<file path="src/rtl/sc_pkg.sv">
package sc_pkg;
  localparam logic [5:0] OPC_RTYPE = 6'b000000;
  localparam logic [5:0] OPC_LW    = 6'b100011;
  localparam logic [5:0] OPC_SW    = 6'b101011;
  localparam logic [5:0] OPC_BEQ   = 6'b000100;
  localparam logic [5:0] OPC_J     = 6'b000010;

  localparam logic [5:0] FN_ADD = 6'b100000;
  localparam logic [5:0] FN_SUB = 6'b100010;
  localparam logic [5:0] FN_AND = 6'b100100;
  localparam logic [5:0] FN_OR  = 6'b100101;
  localparam logic [5:0] FN_XOR = 6'b100110;
  localparam logic [5:0] FN_NOR = 6'b100111;
  localparam logic [5:0] FN_SLT = 6'b101010;
  localparam logic [5:0] FN_SLL = 6'b000000;
  localparam logic [5:0] FN_SRL = 6'b000010;

  typedef enum logic [3:0] {
    ALU_ADD, ALU_SUB, ALU_AND, ALU_OR, ALU_XOR,
    ALU_NOR, ALU_SLT, ALU_SLL, ALU_SRL
  } alu_op_e;

  typedef struct packed {
    logic    reg_we;
    logic    dst_rd;
    logic    src_imm;
    logic    mem_we;
    logic    mem_rd;
    logic    branch;
    logic    jump;
    alu_op_e alu_op;
  } ctrl_t;
endpackage

</file>
<file path="src/rtl/sc_ctrl.sv">
module sc_ctrl
  import sc_pkg::*;
(
  input  logic [5:0] op_i,
  input  logic [5:0] funct_i,
  output ctrl_t      ctrl_o
);
  alu_op_e r_op;
  logic    r_ok;

  // funct decode for register-register ops
  always_comb begin
    r_ok = 1'b1;
    r_op = ALU_ADD;
    case (funct_i)
      FN_ADD:  r_op = ALU_ADD;
      FN_SUB:  r_op = ALU_SUB;
      FN_AND:  r_op = ALU_AND;
      FN_OR:   r_op = ALU_OR;
      FN_XOR:  r_op = ALU_XOR;
      FN_NOR:  r_op = ALU_NOR;
      FN_SLT:  r_op = ALU_SLT;
      FN_SLL:  r_op = ALU_SLL;
      FN_SRL:  r_op = ALU_SRL;
      default: r_ok = 1'b0;
    endcase
  end

  always_comb begin
    ctrl_o = '0;
    ctrl_o.alu_op = ALU_ADD;
    case (op_i)
      OPC_RTYPE: begin
        ctrl_o.reg_we = r_ok;
        ctrl_o.dst_rd = 1'b1;
        ctrl_o.alu_op = r_op;
      end
      OPC_LW: begin
        ctrl_o.reg_we  = 1'b1;
        ctrl_o.src_imm = 1'b1;
        ctrl_o.mem_rd  = 1'b1;
      end
      OPC_SW: begin
        ctrl_o.src_imm = 1'b1;
        ctrl_o.mem_we  = 1'b1;
      end
      OPC_BEQ: begin
        ctrl_o.branch = 1'b1;
        ctrl_o.alu_op = ALU_SUB;
      end
      OPC_J:   ctrl_o.jump = 1'b1;
      default: ;
    endcase
  end
endmodule

</file>
<file path="src/rtl/sc_alu.sv">
module sc_alu
  import sc_pkg::*;
#(
  parameter int XLEN = 32
) (
  input  logic [XLEN-1:0] a_i,
  input  logic [XLEN-1:0] b_i,
  input  logic [4:0]      shamt_i,
  input  alu_op_e         op_i,
  output logic [XLEN-1:0] y_o,
  output logic            zero_o
);
  always_comb begin
    case (op_i)
      ALU_ADD: y_o = a_i + b_i;
      ALU_SUB: y_o = a_i - b_i;
      ALU_AND: y_o = a_i & b_i;
      ALU_OR:  y_o = a_i | b_i;
      ALU_XOR: y_o = a_i ^ b_i;
      ALU_NOR: y_o = ~(a_i | b_i);
      ALU_SLT: y_o = {{(XLEN-1){1'b0}}, $signed(a_i) < $signed(b_i)};
      ALU_SLL: y_o = b_i << shamt_i;
      ALU_SRL: y_o = b_i >> shamt_i;
      default: y_o = '0;
    endcase
  end

  assign zero_o = (y_o == '0);
endmodule

</file>
<file path="src/rtl/sc_regfile.sv">
module sc_regfile #(
  parameter int XLEN = 32,
  parameter int NREG = 32,
  localparam int AW  = $clog2(NREG)
) (
  input  logic            clk_i,
  input  logic            rst_ni,
  input  logic [AW-1:0]   ra_i,
  input  logic [AW-1:0]   rb_i,
  output logic [XLEN-1:0] rdata_a_o,
  output logic [XLEN-1:0] rdata_b_o,
  input  logic            we_i,
  input  logic [AW-1:0]   wa_i,
  input  logic [XLEN-1:0] wd_i
);
  logic [XLEN-1:0] regs [NREG];

  assign regs[0] = '0;  // hard-wired zero entry

  for (genvar g = 1; g < NREG; g++) begin : g_reg
    always_ff @(posedge clk_i or negedge rst_ni) begin
      if (!rst_ni)                        regs[g] <= '0;
      else if (we_i && wa_i == AW'(g))   regs[g] <= wd_i;
    end
  end

  assign rdata_a_o = regs[ra_i];
  assign rdata_b_o = regs[rb_i];

  AST_RF_WRITE: assert property (@(posedge clk_i) disable iff (!rst_ni)
    (we_i && wa_i != '0 && wa_i == ra_i) |=> (rdata_a_o == $past(wd_i) || ra_i != $past(wa_i)));
  AST_R0_READ: assert property (@(posedge clk_i) disable iff (!rst_ni)
    (ra_i == '0) |-> (rdata_a_o == '0));
endmodule

</file>
<file path="src/rtl/sc_next_pc.sv">
module sc_next_pc #(
  parameter int XLEN = 32
) (
  input  logic [XLEN-1:0] pc_i,
  input  logic [15:0]     off_i,
  input  logic [25:0]     tgt_i,
  input  logic            branch_i,
  input  logic            zero_i,
  input  logic            jump_i,
  output logic [XLEN-1:0] next_o
);
  logic [XLEN-1:0] pc4, br_tgt, j_tgt, off_ext;

  assign pc4     = pc_i + XLEN'(4);
  assign off_ext = {{(XLEN-16){off_i[15]}}, off_i};
  assign br_tgt  = pc4 + (off_ext << 2);
  assign j_tgt   = {pc4[XLEN-1:28], tgt_i, 2'b00};

  always_comb begin
    if (jump_i)                  next_o = j_tgt;
    else if (branch_i && zero_i) next_o = br_tgt;
    else                         next_o = pc4;
  end
endmodule

</file>
<file path="src/rtl/sc_core.sv">
module sc_core
  import sc_pkg::*;
#(
  parameter int XLEN = 32,
  parameter int NREG = 32,
  localparam int AW  = $clog2(NREG)
) (
  input  logic            clk_i,
  input  logic            rst_ni,
  output logic [XLEN-1:0] imem_addr_o,
  input  logic [31:0]     imem_rdata_i,
  output logic [XLEN-1:0] dmem_addr_o,
  output logic [XLEN-1:0] dmem_wdata_o,
  output logic            dmem_we_o,
  input  logic [XLEN-1:0] dmem_rdata_i
);
  logic [XLEN-1:0] pc_q, pc_d;
  logic [5:0]      op, funct;
  logic [AW-1:0]   rs, rt, rd, rf_wa;
  logic [4:0]      shamt;
  logic [15:0]     imm;
  logic [XLEN-1:0] imm_ext, ra_val, rb_val, alu_b, alu_y, rf_wd;
  logic            alu_zero;
  ctrl_t           ctrl;

  assign op    = imem_rdata_i[31:26];
  assign rs    = AW'(imem_rdata_i[25:21]);
  assign rt    = AW'(imem_rdata_i[20:16]);
  assign rd    = AW'(imem_rdata_i[15:11]);
  assign shamt = imem_rdata_i[10:6];
  assign funct = imem_rdata_i[5:0];
  assign imm   = imem_rdata_i[15:0];

  sc_ctrl u_ctrl (
    .op_i    (op),
    .funct_i (funct),
    .ctrl_o  (ctrl)
  );

  assign rf_wa = ctrl.dst_rd ? rd : rt;
  assign rf_wd = ctrl.mem_rd ? dmem_rdata_i : alu_y;

  sc_regfile #(.XLEN(XLEN), .NREG(NREG)) u_rf (
    .clk_i     (clk_i),
    .rst_ni    (rst_ni),
    .ra_i      (rs),
    .rb_i      (rt),
    .rdata_a_o (ra_val),
    .rdata_b_o (rb_val),
    .we_i      (ctrl.reg_we),
    .wa_i      (rf_wa),
    .wd_i      (rf_wd)
  );

  assign imm_ext = {{(XLEN-16){imm[15]}}, imm};
  assign alu_b   = ctrl.src_imm ? imm_ext : rb_val;

  sc_alu #(.XLEN(XLEN)) u_alu (
    .a_i     (ra_val),
    .b_i     (alu_b),
    .shamt_i (shamt),
    .op_i    (ctrl.alu_op),
    .y_o     (alu_y),
    .zero_o  (alu_zero)
  );

  sc_next_pc #(.XLEN(XLEN)) u_npc (
    .pc_i     (pc_q),
    .off_i    (imm),
    .tgt_i    (imem_rdata_i[25:0]),
    .branch_i (ctrl.branch),
    .zero_i   (alu_zero),
    .jump_i   (ctrl.jump),
    .next_o   (pc_d)
  );

  always_ff @(posedge clk_i or negedge rst_ni) begin
    if (!rst_ni) pc_q <= '0;
    else         pc_q <= pc_d;
  end

  assign imem_addr_o  = pc_q;
  assign dmem_addr_o  = alu_y;
  assign dmem_wdata_o = rb_val;
  assign dmem_we_o    = ctrl.mem_we & rst_ni;

  AST_STORE_NO_RF: assert property (@(posedge clk_i) disable iff (!rst_ni)
    dmem_we_o |-> !ctrl.reg_we);
  AST_WE_ONLY_SW: assert property (@(posedge clk_i) disable iff (!rst_ni)
    dmem_we_o |-> (op == OPC_SW));
  AST_SEQ_PC: assert property (@(posedge clk_i) disable iff (!rst_ni)
    (op != OPC_BEQ && op != OPC_J) |=> (pc_q == $past(pc_q) + XLEN'(4)));
  AST_JUMP_TGT: assert property (@(posedge clk_i) disable iff (!rst_ni)
    (op == OPC_J) |=> (pc_q[27:2] == $past(imem_rdata_i[25:0])));
  AST_BEQ_NT: assert property (@(posedge clk_i) disable iff (!rst_ni)
    (op == OPC_BEQ && ra_val != rb_val) |=> (pc_q == $past(pc_q) + XLEN'(4)));
  AST_UNK_NOWR: assert property (@(posedge clk_i) disable iff (!rst_ni)
    (op != OPC_RTYPE && op != OPC_LW && op != OPC_SW && op != OPC_BEQ && op != OPC_J)
      |-> (!ctrl.reg_we && !dmem_we_o));
endmodule

</file>
<file path="config.mk">
export PLATFORM = sky130hd
export DESIGN_NAME = sc_core
export DESIGN_NICKNAME = d
export VERILOG_FILES = /design/src/rtl/sc_pkg.sv /design/src/rtl/sc_ctrl.sv /design/src/rtl/sc_alu.sv /design/src/rtl/sc_regfile.sv /design/src/rtl/sc_next_pc.sv /design/src/rtl/sc_core.sv
export SDC_FILE = /design/constraint.sdc
export NUM_CORES = 2
export LEC_CHECK = 0
export BUFFER_PORTS_ARGS = -buffer_cell sky130_fd_sc_hd__buf_2
export CAP_MARGIN = 5
export CORE_ASPECT_RATIO = 1.2
export CORE_MARGIN = 3
export CORE_UTILIZATION = 35
export DETAILED_ROUTE_END_ITERATION = 10
export GPL_ROUTABILITY_DRIVEN = 1
export GPL_TIMING_DRIVEN = 0
export PLACE_DENSITY = 0.56
export SYNTH_ARGS = -nofsm -noshare
export SYNTH_HDL_FRONTEND = slang
export SYNTH_SLANG_ARGS = --single-unit
</file>
<file path="constraint.sdc">
create_clock -name clk_i -period 8.4 [get_ports clk_i]
set_clock_uncertainty 0.15 [all_clocks]
set_input_delay 1.26 -clock clk_i [delete_from_list [all_inputs] [get_ports clk_i]]
set_output_delay 1.26 -clock clk_i [all_outputs]
set_load 0.05 [all_outputs]
</file>
==> metrics <==
status finished with violations; failing checks capacitance limit, slew limit, setup timing; Max IR drop VDD 0.000170 V; worst-path cell chain buf_2 > clkbuf_1 > nor2_1 > a211oi_1 > o2111ai_1 > and2_1 > clkbuf_1 > o221ai_1 > a211oi_1 > nand3_1 > a2111oi_0 > o211ai_1 > buf_2; Crit Path Class in -> out; Nets 7386; Tmin final 8.62 ns; final worst slack -0.219 ns; Worst setup EP type primary output; Ys Warns 0; Worst Path Arrival ~7 ns; #FFs+latches synth 1022; routed wire length around 450000 µm; Non-Filler Instances 9749; worst r2r src u_rf.regs[64]$_DFFE_PN0P_; worst hold path cell count 2; Remaining Overflow, GRT 0; max incr delay on CP 0.93 ns; initial antenna violation count 44; Rel. slew slack -0.0795; largest area contributor in the netlist dfrtp_1; Post-Place Cell Area approximately 70000 µm²; Final GP Congestion 1.06; DRC viols 0; routed vias about 66000; Post-Synthesis Cell Area ~66000 µm²; fin crit share 1.03; wire per inst 45.9 µm; Hold-fix buffers, CTS 0; Worst R2R Path Depth 20; Hold Path Class reg -> reg; Core Region about 190000 µm²; starting density of the core 0.353; max cap viols 2; setup slack, reg-to-reg just over 0.8 ns; Die ar. 193000 µm²; FP Rows 173; Root Buffer clkbuf_16; Synth cell types 110; fmax 116 MHz; initial drt markers ~8900; H-tree depth 3; # setup viols final 15; Hold WS 0.350 ns; Placed Instances 9385; Final Hold Viols 0; slowest stage cell, crit path clkbuf_1; total chip power 14000 µW; number of CTS-inserted buffers 110; CTS tree built; via/cell ratio 6.78; global-route wire length before repair between 500000 and 600000 µm; Crit Path Max Fanout 10; PD cells 177 nW/µm²; Skew-Pair Late Insertion Delay 0.80 ns; top-area cell type share of the netlist area 0.389; hold path endpoint u_rf.regs[379]$_DFFE_PN0P_; GRT Total Usage 0.454; Area Overhead vs Synth 20.5%; largest cells by area after synthesis dfrtp_1, mux4_2, o21ai_0; Pleak about 0.033 µW; CTS Buffer Depth 3; die width 401 µm; DR pass1 iterations 7; ys async rst share 1.00; Port Buf Inserts 153; Antenna Nets Post-Route 0; CP Launch Type input pin; layout cells sized above 1 0.230; Mapped Cells between 6000 and 7000; largest net degree at the start of global routing 165; final instance area around 80000 µm²; Slew Viols, Final 6; Fin Setup TNS -1.01 ns; Worst R2R End imem_addr_o[5]$_DFF_PN0_; RSZ-0062 raised after global routing yes; number of enable flip-flop cells after synthesis 0; hold wc startpoint u_rf.regs[379]$_DFFE_PN0P_; vias in the first global route 63600; hpwl dp 345000 µm; Die Span Y roughly 480 µm; Worst Path Required 6.99 ns; worst slew pin tran ~1.6 ns; average cell area after synthesis between 9 and 10 µm²; ys flop type dfrtp_1; Seq/Total Area, Yosys 0.389; io pins between 150 and 200; clock-pin slew on the worst setup and hold paths around 0.06 ns; clk sinks 1022
[report_power, final]
part,internal (µW),switching [µW]
Clock,3120,2360
Combinational,972,2400
Sequential,5020,124
[logic make-up (layout without fill, tap and decap cells)]
family,Yosys count,count (layout),share of synthesized area
fa+ha+maj,144,144,0.0278
other cells,1,30,0.0000571
xor+xnor,61,61,0.00813
mux,804,804,0.213
flops,1022,1022,0.389
compound gates,1976,1976,0.185
simple gates,1953,1953,0.128
buf+inv,755,1309,0.0484
[synthesized netlist by cell type (all sizes together) (20+ instances only)]
library cell / n
and3: 30
a221oi: 85
nand3: 87
a21oi: 135
inv: 132
a31oi: 35
a22o: 53
mux2i: 191
nor2b: 20
o221ai: 21
nor3: 104
nor2: 248
mux4: 461
a22oi: 46
dfrtp: 1022
clkbuf: 477
mux2: 152
nor4: 29
o31ai: 28
a21o: 29
nand2b: 48
nand2: 1231
buf: 143
o21ai: 1158
ha: 141
or3: 29
a211oi: 59
o22ai: 63
and2: 25
nand4: 26
xnor2: 44
o211ai: 60
or2: 25
[critical path: cells and delay by family]
family	cells	cell delay [ns]
AOI/OAI and AO/OA	6	3.18
buffers and inverters	4	1.76
and+or+nand+nor	3	0.97
[layout make-up]
type | instances | area (µm²)
fillers | 18300 | 107000
plain buffers | 605 | 4260
repair buffers | 362 | 3050
clock buffers | 152 | 3170
flip-flops and latches | 1022 | 25600
diodes | 28 | 70.1
multi-input cells | 4940 | 38600
clock inverters | 55 | 788
inverters | 135 | 520
well taps | 2450 | 3070
[state kept, by name, summed over array words and instances, names as in the netlist]
register	cells
u_rf.regs	992
imem_addr_o	30
[through the flow]
step	util	setup slack, ns
2_1_floorplan	-	0.00748
3_3_place_gp	0.374	-17.72
3_5_place_dp	0.380	-4.82
4_1_cts	0.420	-0.195
5_1_grt	0.425	-0.0342
6_report	0.426	-0.219
[repair_timing]
item                       4_1_cts  5_1_grt
setup buffers                   87       54
pin swaps                       50       28
setup endpoints to repair     1021       54
resized for setup              738      122
[how the worst max path moves through the flow]
stage / cells past startpoint / startpoint / slack [ns] / endpoint
2_1_floorplan: 23 / imem_rdata_i[18] / 0.007 / dmem_addr_o[28]
3_3_place_gp: 1 / rst_ni / -17.72 / imem_addr_o[28]$_DFF_PN0_
3_5_place_dp: 25 / imem_rdata_i[19] / -4.82 / imem_addr_o[15]$_DFF_PN0_
4_1_cts: 25 / imem_rdata_i[17] / -0.20 / dmem_addr_o[31]
5_1_grt: 23 / imem_rdata_i[16] / -0.03 / dmem_addr_o[27]
6_report: 13 / imem_rdata_i[2] / -0.22 / dmem_addr_o[2]
[cells in the final DEF (no fill, tap or decap), types with 83 or more instances in the layout]
cell / synthesis / routed
mux2_2: 146 / 138
o21ai_0: 1149 / 1125
nor2_1: 248 / 238
ha_1: 141 / 123
dfrtp_1: 1022 / 1022
nand2_1: 1231 / 1221
clkbuf_1: 477 / 403
buf_2: 39 / 162
a21oi_1: 134 / 119
nand3_1: 87 / 83
inv_1: 126 / 122
mux2i_1: 190 / 156
mux4_2: 461 / 461
nor3_1: 101 / 91
buf_4: 21 / 149
clkbuf_16: 0 / 113
[metal layers]
layer / global-route usage / wire length (µm) / share of wire
met1: 0.512 / 154000 / 0.35
met2: 0.694 / 196000 / 0.44
met3: 0.141 / 46400 / 0.10
met4: 0.408 / 50600 / 0.11
met5: 0.000741 / 236 / 0.00053
No activity file was read; power rests on OpenSTA's default activity.
